[src/rtl/gpio_mux_pkg.sv]
// Package: shared codes and pad-control encoding for the multifunction pin controller.
// Assumes function codes fit in 4 bits and drive codes in 3 bits.
package gpio_mux_pkg;

    typedef enum logic [3:0] {
        FN_OFF  = 4'd0,
        FN_GPO  = 4'd1,
        FN_IRQ  = 4'd2,
        FN_SDO2 = 4'd3,
        FN_BIAS = 4'd4,
        FN_GPI  = 4'd5,
        FN_MCLK = 4'd6,
        FN_SDIN = 4'd7
    } pin_func_e;

    typedef enum logic [2:0] {
        DRV_HIZ   = 3'd0,
        DRV_PUSH  = 3'd1,
        DRV_LO_PU = 3'd2,
        DRV_LO_Z  = 3'd3,
        DRV_PD_HI = 3'd4,
        DRV_Z_HI  = 3'd5
    } drive_mode_e;

    typedef struct packed {
        logic oe;
        logic out;
        logic pu;
        logic pd;
    } pad_ctrl_t;

    // True for the codes that drive a pad.
    function automatic logic fn_is_output(input logic [3:0] f);
        return (f == FN_GPO) || (f == FN_IRQ) || (f == FN_SDO2);
    endfunction

    // True for the codes that sample a pad (4 to 7).
    function automatic logic fn_is_input(input logic [3:0] f);
        return (f[3] == 1'b0) && (f[2] == 1'b1);
    endfunction

    // Maps a drive code and a logical level to pad controls; reserved codes float.
    function automatic pad_ctrl_t encode_drive(input logic [2:0] d, input logic v);
        pad_ctrl_t c;
        c = '0;
        case (d)
            DRV_PUSH:  begin c.oe = 1'b1; c.out = v; end
            DRV_LO_PU: begin c.oe = !v; c.pu = v; end
            DRV_LO_Z:  begin c.oe = !v; end
            DRV_PD_HI: begin c.oe = v; c.out = v; c.pd = !v; end
            DRV_Z_HI:  begin c.oe = v; c.out = v; end
            default:   c = '0;
        endcase
        return c;
    endfunction

endpackage

[src/rtl/gpio_cfg_regs.sv]
// Module: configuration and output value registers.
// Holds one function code per pin, one drive code per bidirectional pin and the
// output value register. Writes addressed beyond the last pin are dropped.
module gpio_cfg_regs
    import gpio_mux_pkg::*;
#(
    parameter int NUM_BIDIR = 3,
    parameter int NUM_INPUT = 2,
    parameter int IDX_W     = 3,
    localparam int NUM_PINS = NUM_BIDIR + NUM_INPUT
) (
    input  logic                           clk,
    input  logic                           rst_n,
    input  logic                           cfg_we,
    input  logic [IDX_W-1:0]               cfg_pin,
    input  logic [3:0]                     cfg_func,
    input  logic [2:0]                     cfg_drive,
    input  logic                           gpo_we,
    input  logic [NUM_BIDIR-1:0]           gpo_data,
    output logic [NUM_PINS-1:0][3:0]       func_q,
    output logic [NUM_BIDIR-1:0][2:0]      drive_q,
    output logic [NUM_BIDIR-1:0]           gpo_q
);

    for (genvar p = 0; p < NUM_PINS; p++) begin : g_func
        localparam logic [3:0] FN_RST = (p == 0) ? FN_IRQ : FN_OFF;
        // Function register of one pin: reset default, then addressed writes.
        always_ff @(posedge clk) begin
            if (!rst_n)
                func_q[p] <= FN_RST;
            else if (cfg_we && (cfg_pin == IDX_W'(p)))
                func_q[p] <= cfg_func;
        end
    end

    for (genvar b = 0; b < NUM_BIDIR; b++) begin : g_drive
        // Drive register of one bidirectional pin.
        always_ff @(posedge clk) begin
            if (!rst_n)
                drive_q[b] <= DRV_LO_PU;
            else if (cfg_we && (cfg_pin == IDX_W'(b)))
                drive_q[b] <= cfg_drive;
        end
    end

    // Output value register.
    always_ff @(posedge clk) begin
        if (!rst_n)
            gpo_q <= '0;
        else if (gpo_we)
            gpo_q <= gpo_data;
    end

    p_oob_write_ignored_r9: assert property (@(posedge clk) disable iff (!rst_n)
        (cfg_we && (32'(cfg_pin) >= NUM_PINS)) |=> ($stable(func_q) && $stable(drive_q)));

    p_write_lands_r9: assert property (@(posedge clk) disable iff (!rst_n)
        (cfg_we && (32'(cfg_pin) < NUM_PINS)) |=> (func_q[$past(cfg_pin)] == $past(cfg_func)));

    p_reset_default_r1: assert property (@(posedge clk)
        $past(!rst_n) |-> ((func_q[0] == FN_IRQ) && (gpo_q == '0)));

endmodule

[src/rtl/gpio_in_sync.sv]
// Module: multi-bit level synchronizer for pad inputs.
// Each bit passes independently through STAGES flops; it assumes the inputs are
// quasi-static levels, so no bus coherence is needed.
module gpio_in_sync #(
    parameter int WIDTH  = 5,
    parameter int STAGES = 2
) (
    input  logic             clk,
    input  logic             rst_n,
    input  logic [WIDTH-1:0] din,
    output logic [WIDTH-1:0] dout
);

    logic [STAGES-1:0][WIDTH-1:0] chain_q;

    // Shift register of sampled pad levels.
    always_ff @(posedge clk) begin
        if (!rst_n)
            chain_q <= '0;
        else begin
            chain_q[0] <= din;
            for (int s = 1; s < STAGES; s++)
                chain_q[s] <= chain_q[s-1];
        end
    end

    assign dout = chain_q[STAGES-1];

    logic [1:0] warm_q;

    // Counts edges since reset so the delay check only looks at valid history.
    always_ff @(posedge clk) begin
        if (!rst_n)
            warm_q <= '0;
        else if (warm_q != 2'd2)
            warm_q <= warm_q + 2'd1;
    end

    if (STAGES == 2) begin : g_chk
        p_sync_delay_r11: assert property (@(posedge clk) disable iff (!rst_n)
            (warm_q == 2'd2) |-> (dout == $past(din, 2)));
    end

endmodule

[src/rtl/gpio_drive_enc.sv]
// Module: pad control encoder for one bidirectional pin.
// Picks the logical level for the selected output function and turns it into pad
// controls through the drive code. Non-output functions leave the pad floating.
module gpio_drive_enc
    import gpio_mux_pkg::*;
(
    input  logic       clk,
    input  logic       rst_n,
    input  logic [3:0] func,
    input  logic [2:0] drive,
    input  logic       gpo_bit,
    input  logic       irq_level,
    input  logic       sdout2_level,
    output logic       oe,
    output logic       out,
    output logic       pu,
    output logic       pd
);

    logic      level;
    pad_ctrl_t ctrl;

    // Select the logical level that the output function asks for.
    always_comb begin
        case (func)
            FN_GPO:  level = gpo_bit;
            FN_IRQ:  level = irq_level;
            FN_SDO2: level = sdout2_level;
            default: level = 1'b0;
        endcase
    end

    // Encode pad controls; only output functions reach the pad.
    always_comb begin
        ctrl = '0;
        if (fn_is_output(func))
            ctrl = encode_drive(drive, level);
    end

    assign oe  = ctrl.oe;
    assign out = ctrl.out;
    assign pu  = ctrl.pu;
    assign pd  = ctrl.pd;

    p_single_pad_state_r4: assert property (@(posedge clk) disable iff (!rst_n)
        !(pu && pd) && !(oe && (pu || pd)));

    p_hiz_reserved_r7: assert property (@(posedge clk) disable iff (!rst_n)
        (drive[2:1] == 2'b11) |-> !(oe || pu || pd));

    p_hiz_non_output_r8: assert property (@(posedge clk) disable iff (!rst_n)
        (func == FN_OFF || fn_is_input(func) || func[3]) |-> !(oe || pu || pd));

    p_open_drain_high_r5: assert property (@(posedge clk) disable iff (!rst_n)
        (func == FN_IRQ && drive == DRV_LO_Z && irq_level) |-> !(oe || pu));

endmodule

[src/rtl/gpio_in_route.sv]
// Module: input function routing.
// Masks the synchronized levels into the monitor vector and feeds each routed
// input function from the lowest-index pin that selects it.
module gpio_in_route
    import gpio_mux_pkg::*;
#(
    parameter int NUM_PINS = 5
) (
    input  logic                     clk,
    input  logic                     rst_n,
    input  logic [NUM_PINS-1:0][3:0] func_q,
    input  logic [NUM_PINS-1:0]      sync_lvl,
    output logic [NUM_PINS-1:0]      mon_level,
    output logic                     bias_en_o,
    output logic                     mclk_o,
    output logic                     sdin_o
);

    for (genvar p = 0; p < NUM_PINS; p++) begin : g_mon
        assign mon_level[p] = fn_is_input(func_q[p]) ? sync_lvl[p] : 1'b0;

        p_mon_masked_r12: assert property (@(posedge clk) disable iff (!rst_n)
            !fn_is_input(func_q[p]) |-> !mon_level[p]);
    end

    // Priority routing: scan from the top so the lowest-index pin wins.
    always_comb begin
        bias_en_o = 1'b0;
        mclk_o    = 1'b0;
        sdin_o    = 1'b0;
        for (int p = NUM_PINS - 1; p >= 0; p--) begin
            if (func_q[p] == FN_BIAS) bias_en_o = sync_lvl[p];
            if (func_q[p] == FN_MCLK) mclk_o    = sync_lvl[p];
            if (func_q[p] == FN_SDIN) sdin_o    = sync_lvl[p];
        end
    end

    p_mclk_lowest_r13: assert property (@(posedge clk) disable iff (!rst_n)
        (func_q[0] == FN_MCLK) |-> (mclk_o == sync_lvl[0]));

    p_bias_lowest_r13: assert property (@(posedge clk) disable iff (!rst_n)
        (func_q[0] == FN_BIAS) |-> (bias_en_o == sync_lvl[0]));

endmodule

[src/rtl/gpio_mux_ctrl.sv]
// Module: multifunction pin controller top.
// Joins the configuration registers, one drive encoder per bidirectional pin, the
// input synchronizer and the input routing. Pad cells sit outside this block.
module gpio_mux_ctrl
    import gpio_mux_pkg::*;
#(
    parameter int NUM_BIDIR   = 3,
    parameter int NUM_INPUT   = 2,
    parameter int SYNC_STAGES = 2,
    localparam int NUM_PINS   = NUM_BIDIR + NUM_INPUT,
    localparam int IDX_W      = $clog2(NUM_PINS)
) (
    input  logic                 clk,
    input  logic                 rst_n,
    input  logic                 cfg_we,
    input  logic [IDX_W-1:0]     cfg_pin,
    input  logic [3:0]           cfg_func,
    input  logic [2:0]           cfg_drive,
    input  logic                 gpo_we,
    input  logic [NUM_BIDIR-1:0] gpo_data,
    input  logic                 irq_level,
    input  logic                 sdout2_level,
    input  logic [NUM_BIDIR-1:0] pad_in_bidir,
    input  logic [NUM_INPUT-1:0] pad_in_only,
    output logic [NUM_BIDIR-1:0] pad_oe,
    output logic [NUM_BIDIR-1:0] pad_out,
    output logic [NUM_BIDIR-1:0] pad_pu,
    output logic [NUM_BIDIR-1:0] pad_pd,
    output logic [NUM_PINS-1:0]  mon_level,
    output logic                 bias_en_o,
    output logic                 mclk_o,
    output logic                 sdin_o
);

    logic [NUM_PINS-1:0][3:0]  func_q;
    logic [NUM_BIDIR-1:0][2:0] drive_q;
    logic [NUM_BIDIR-1:0]      gpo_q;
    logic [NUM_PINS-1:0]       sync_lvl;

    gpio_cfg_regs #(
        .NUM_BIDIR (NUM_BIDIR),
        .NUM_INPUT (NUM_INPUT),
        .IDX_W     (IDX_W)
    ) cfg_i (
        .clk       (clk),
        .rst_n     (rst_n),
        .cfg_we    (cfg_we),
        .cfg_pin   (cfg_pin),
        .cfg_func  (cfg_func),
        .cfg_drive (cfg_drive),
        .gpo_we    (gpo_we),
        .gpo_data  (gpo_data),
        .func_q    (func_q),
        .drive_q   (drive_q),
        .gpo_q     (gpo_q)
    );

    for (genvar b = 0; b < NUM_BIDIR; b++) begin : g_pad
        gpio_drive_enc enc_i (
            .clk          (clk),
            .rst_n        (rst_n),
            .func         (func_q[b]),
            .drive        (drive_q[b]),
            .gpo_bit      (gpo_q[b]),
            .irq_level    (irq_level),
            .sdout2_level (sdout2_level),
            .oe           (pad_oe[b]),
            .out          (pad_out[b]),
            .pu           (pad_pu[b]),
            .pd           (pad_pd[b])
        );
    end

    gpio_in_sync #(
        .WIDTH  (NUM_PINS),
        .STAGES (SYNC_STAGES)
    ) sync_i (
        .clk   (clk),
        .rst_n (rst_n),
        .din   ({pad_in_only, pad_in_bidir}),
        .dout  (sync_lvl)
    );

    gpio_in_route #(
        .NUM_PINS (NUM_PINS)
    ) route_i (
        .clk       (clk),
        .rst_n     (rst_n),
        .func_q    (func_q),
        .sync_lvl  (sync_lvl),
        .mon_level (mon_level),
        .bias_en_o (bias_en_o),
        .mclk_o    (mclk_o),
        .sdin_o    (sdin_o)
    );

endmodule

[config.mk]
export PLATFORM = sky130hd
export DESIGN_NAME = gpio_mux_ctrl
export DESIGN_NICKNAME = d
export VERILOG_FILES = /design/src/rtl/gpio_mux_pkg.sv /design/src/rtl/gpio_cfg_regs.sv /design/src/rtl/gpio_in_sync.sv /design/src/rtl/gpio_drive_enc.sv /design/src/rtl/gpio_in_route.sv /design/src/rtl/gpio_mux_ctrl.sv
export SDC_FILE = /design/constraint.sdc
export NUM_CORES = 1
export LEC_CHECK = 0
export ABC_AREA = 0
export BUFFER_PORTS_ARGS = -buffer_cell sky130_fd_sc_hd__buf_2
export CAP_MARGIN = 15
export CELL_PAD_IN_SITES_DETAIL_PLACEMENT = 1
export CELL_PAD_IN_SITES_GLOBAL_PLACEMENT = 2
export CORE_ASPECT_RATIO = 0.5
export CORE_MARGIN = 2
export CORE_UTILIZATION = 33
export CTS_CLUSTER_DIAMETER = 50
export DETAILED_ROUTE_END_ITERATION = 8
export PLACE_DENSITY = 0.9
export SYNTH_ARGS = -nofsm -noshare
export SYNTH_HDL_FRONTEND = slang
export SYNTH_HIERARCHICAL = 1
export SYNTH_SLANG_ARGS = --single-unit
[constraint.sdc]
create_clock -name clk -period 1.9 [get_ports clk]
set_clock_uncertainty 0.1 [all_clocks]
set_input_delay 0.285 -clock clk [delete_from_list [all_inputs] [get_ports clk]]
set_output_delay 0.285 -clock clk [all_outputs]
set_load 0.01 [all_outputs]
==> run summary <==
The flow ran to the end, but the final reports show violations. The checks that failed: negative setup slack. The fraction of final layout cells sized beyond drive strength 1 is 0.335.

The yosys synthesis warning count is 6. Buffers placed on the I/O ports in this run total 43. In this run the remaining antenna-violating nets after routing total 0. The number of slew-limit violations in the final report is 0, and the fill cell instance count of the final layout is 737. The share of synthesized registers carrying an async set or reset is 0. The clock-pin slew reported for the worst setup and hold paths after clock tree synthesis is 60 ps, and the vertical die dimension is 61.1 µm.

The pre-antenna-repair detailed-routing pass consisted of 4 iterations. Dividing the detail-routed wire length by the instance count gives 15.9 µm. The worst-case clock buffer depth was 2; the final number of hold-violating endpoints was 0. 44 I/O pins were placed. VDD sags by at most 0.274 mV. The area of the placeable core is 6180 µm², and the post-detailed-routing wire length is 5.83 mm. Hold repair after CTS inserted 0 buffers. In the routed design, unresolved DRC markers number 0. Highest clock rate: 0.489 GHz. The area used by multi-input combinational logic was 1300 µm²; the synthesized net count was 255. For this block, the via count after detailed routing is 1861. Counting I/O delays and the setup requirement, the final critical path takes 2050 ps.

The post-synthesis share of cell area spent on and, or, nand and nor gates is 0.325. For the total power, the log shows 1.97 mW. The logs give 1660 ps for the critical path arrival and 2 for the total number of H-tree levels.

The run gives -145 ps as the final worst slack. The clock net in this run drives a total of 42 sinks. The run gives 0.771 as the weighted congestion reported at the end of routability-driven placement. Path type of the worst min-delay path: in2reg. The average vias per placed instance was 5.08; the synthesized area divided by synthesized cell count was 9.31 µm².

The ratio of total power to cell area is 725 nW/µm², and the compound-gate portion of the synthesized area is 0.0675. The tool flagged a number of max-cap violations equal to 0. For the total routing usage reported by global routing, the log shows 0.167. The tools report the full die area as 7210 µm².

The share of the synthesized netlist area taken by xor and xnor gates came out at 0. The tools report the final cell count without fillers as 366. The critical path class was reg2out. Total inserted antenna cells: 0. The number of global-route vias before repair is 1829.

The mapped netlist covers 2150 µm². The initial core utilization came out at 0.348. TritonCTS built the clock tree. Measured along the x axis, the die boundary spans 118 µm. The area added between synthesis and finish was 26.5%.

The logs give 301 for the number of nets in the layout and 0 for the aggregate global routing overflow. In this run, CTS created clock tree buffers numbering 5. In this run, placement finished with an instance count of 355. The synthesized instance count was 231; the number of setup violations in the final report was 3.

The part of the cycle the worst path needs is 1.08. For the worst-skew pair, the clock arrives at the later sink with an insertion delay of 280 ps. Of all nets on the critical path, the largest fanout is 2.

The biggest area contributor in the post-synthesis netlist is sky130_fd_sc_hd__dfxtp_1. The worst slew slack as a fraction of its limit is 0.670. By area, the combinational part of the netlist is dominated by simple AND/OR/NAND/NOR gates.

For the row count, the log shows 20. Ranked by total cell area, the synthesized netlist is headed by sky130_fd_sc_hd__dfxtp_1, sky130_fd_sc_hd__mux2i_1, sky130_fd_sc_hd__nand2_1, sky130_fd_sc_hd__nor4b_1, sky130_fd_sc_hd__and2_1. The area fraction of the dominant cell type after synthesis is 0.391.

The most used flip-flop cell after synthesis is sky130_fd_sc_hd__dfxtp_1. The wire length of the first global-routing pass came out at 9.24 mm. For the maximum number of pins on one net before global-route repair, the log shows 29. Setup repair after global routing could not meet its margin everywhere.

The register bit count reported by yosys came out at 42. The sequential cells in the finished layout cover a total of 866 µm². The tree is rooted in a sky130_fd_sc_hd__clkbuf_16. The tools report the type of element launching the critical path as a flop.

The worst setup path is captured at an output port. The share of synthesized area spent on multiplexers is 0.170, and the slew of the pin with the lowest slew margin is 495 ps. The synthesized-area fraction occupied by adder cells came out at 0.

By count the netlist is led by sky130_fd_sc_hd__dfxtp_1, sky130_fd_sc_hd__nand2_1, sky130_fd_sc_hd__mux2i_1. In this run, distinct cell masters in the synthesized netlist total 40. For the number of antenna violations at the first check in global routing, the log shows 0.

Yosys mapped a number of flops with a built-in enable equal to 0. The run gives 4.14 mm as the HPWL after detailed placement. Worst endpoint required time: 1510 ps. Most common cell in the netlist: sky130_fd_sc_hd__dfxtp_1.

The violation count after the first detailed-routing iteration was 61; the static leakage was 1.26 nW. For the proportion of synthesized chip area in sequential cells, the log shows 0.391.
## state kept, by name, summed over array words and instances, names as in the netlist
name / count
sync_i/dout: 5
sync_i/chain_q: 5
cfg_i/gpo_q: 3
cfg_i/drive_q: 9
cfg_i/func_q: 20
## metrics by stage
stage	hold WS [ps]	area [µm²]	utilization	worst slack, ps	setup TNS (ps)
5_1_grt	107	2720	0.440	-237	-563
3_3_place_gp	315	2440	0.394	130	0
2_1_floorplan	307	2150	-	211	0
4_1_cts	104	2640	0.428	-149	-392
6_report	106	2720	0.440	-145	-302
3_5_place_dp	323	2440	0.394	146	0
## final cells by class
type                            instances  share of cell area
Multi-Input combinational cell        172               0.477
Timing Repair Buffer                   52               0.104
Inverter                                4             0.00552
Clock buffer                            7              0.0524
Tap cell                               88              0.0405
Sequential cell                        42               0.318
Clock inverter                          1             0.00184
## critical path, stage by stage, from the launching register on
cell	delay (ps)
sky130_fd_sc_hd__dfxtp_2	320
sky130_fd_sc_hd__nand3b_4	140
sky130_fd_sc_hd__or4_1	460
sky130_fd_sc_hd__a21bo_1	180
sky130_fd_sc_hd__a31oi_1	120
sky130_fd_sc_hd__buf_2	160
## layer usage
layer	global-route usage	up-vias	wire, µm
li1	-	909	-
met1	0.209	912	2810
met2	0.285	31	2700
met3	0.0444	9	224
met4	0.0637	0	94
met5	0	-	0
## cell usage in the layout, fill, tap and decap left out, types with 6 or more instances in the layout
master,n
sky130_fd_sc_hd__nand2_1,36
sky130_fd_sc_hd__nor2b_1,10
sky130_fd_sc_hd__dfxtp_2,11
sky130_fd_sc_hd__and2_1,11
sky130_fd_sc_hd__nor3_1,6
sky130_fd_sc_hd__buf_4,9
sky130_fd_sc_hd__buf_2,43
sky130_fd_sc_hd__dfxtp_1,28
sky130_fd_sc_hd__mux2i_1,32
sky130_fd_sc_hd__nor2_1,17
## cells by family after synthesis
group | after synthesis
DFF | 42
AOI/OAI and AO/OA | 17
and+or+nand+nor | 120
muxes | 35
buffers and inverters | 17
## where the power goes
part	leakage (nW)	total (mW)	switching (mW)	internal (mW)
registers	0.349	0.937	0.0309	0.906
logic	0.833	0.177	0.0905	0.0865
clock network	0.0739	0.859	0.338	0.521
## path summary, 6_finish.rpt
kind | start | end | slack (ps) | cells after the start
setup / recovery | cfg_i/func_q[19] | bias_en_o | -150 | 5
hold / removal | pad_in_only[0] | sync_i/chain_q[3] | 110 | 2
setup reg to reg | cfg_i/func_q[9] | cfg_i/func_q[9] | 980 | 3
hold reg to reg | sync_i/chain_q[1] | sync_i/dout[1] | 330 | 1
## what timing repair did
| action | CTS | global route |
|---|---|---|
| resized for setup | 18 | 14 |
| pin swaps | 2 | 3 |
| buffers inserted | 1 | 2 |
| endpoints found under the hold margin | 0 | 0 |
| endpoints found under the setup margin | 9 | 10 |
Note: power is estimated with default switching activity, not from simulation.
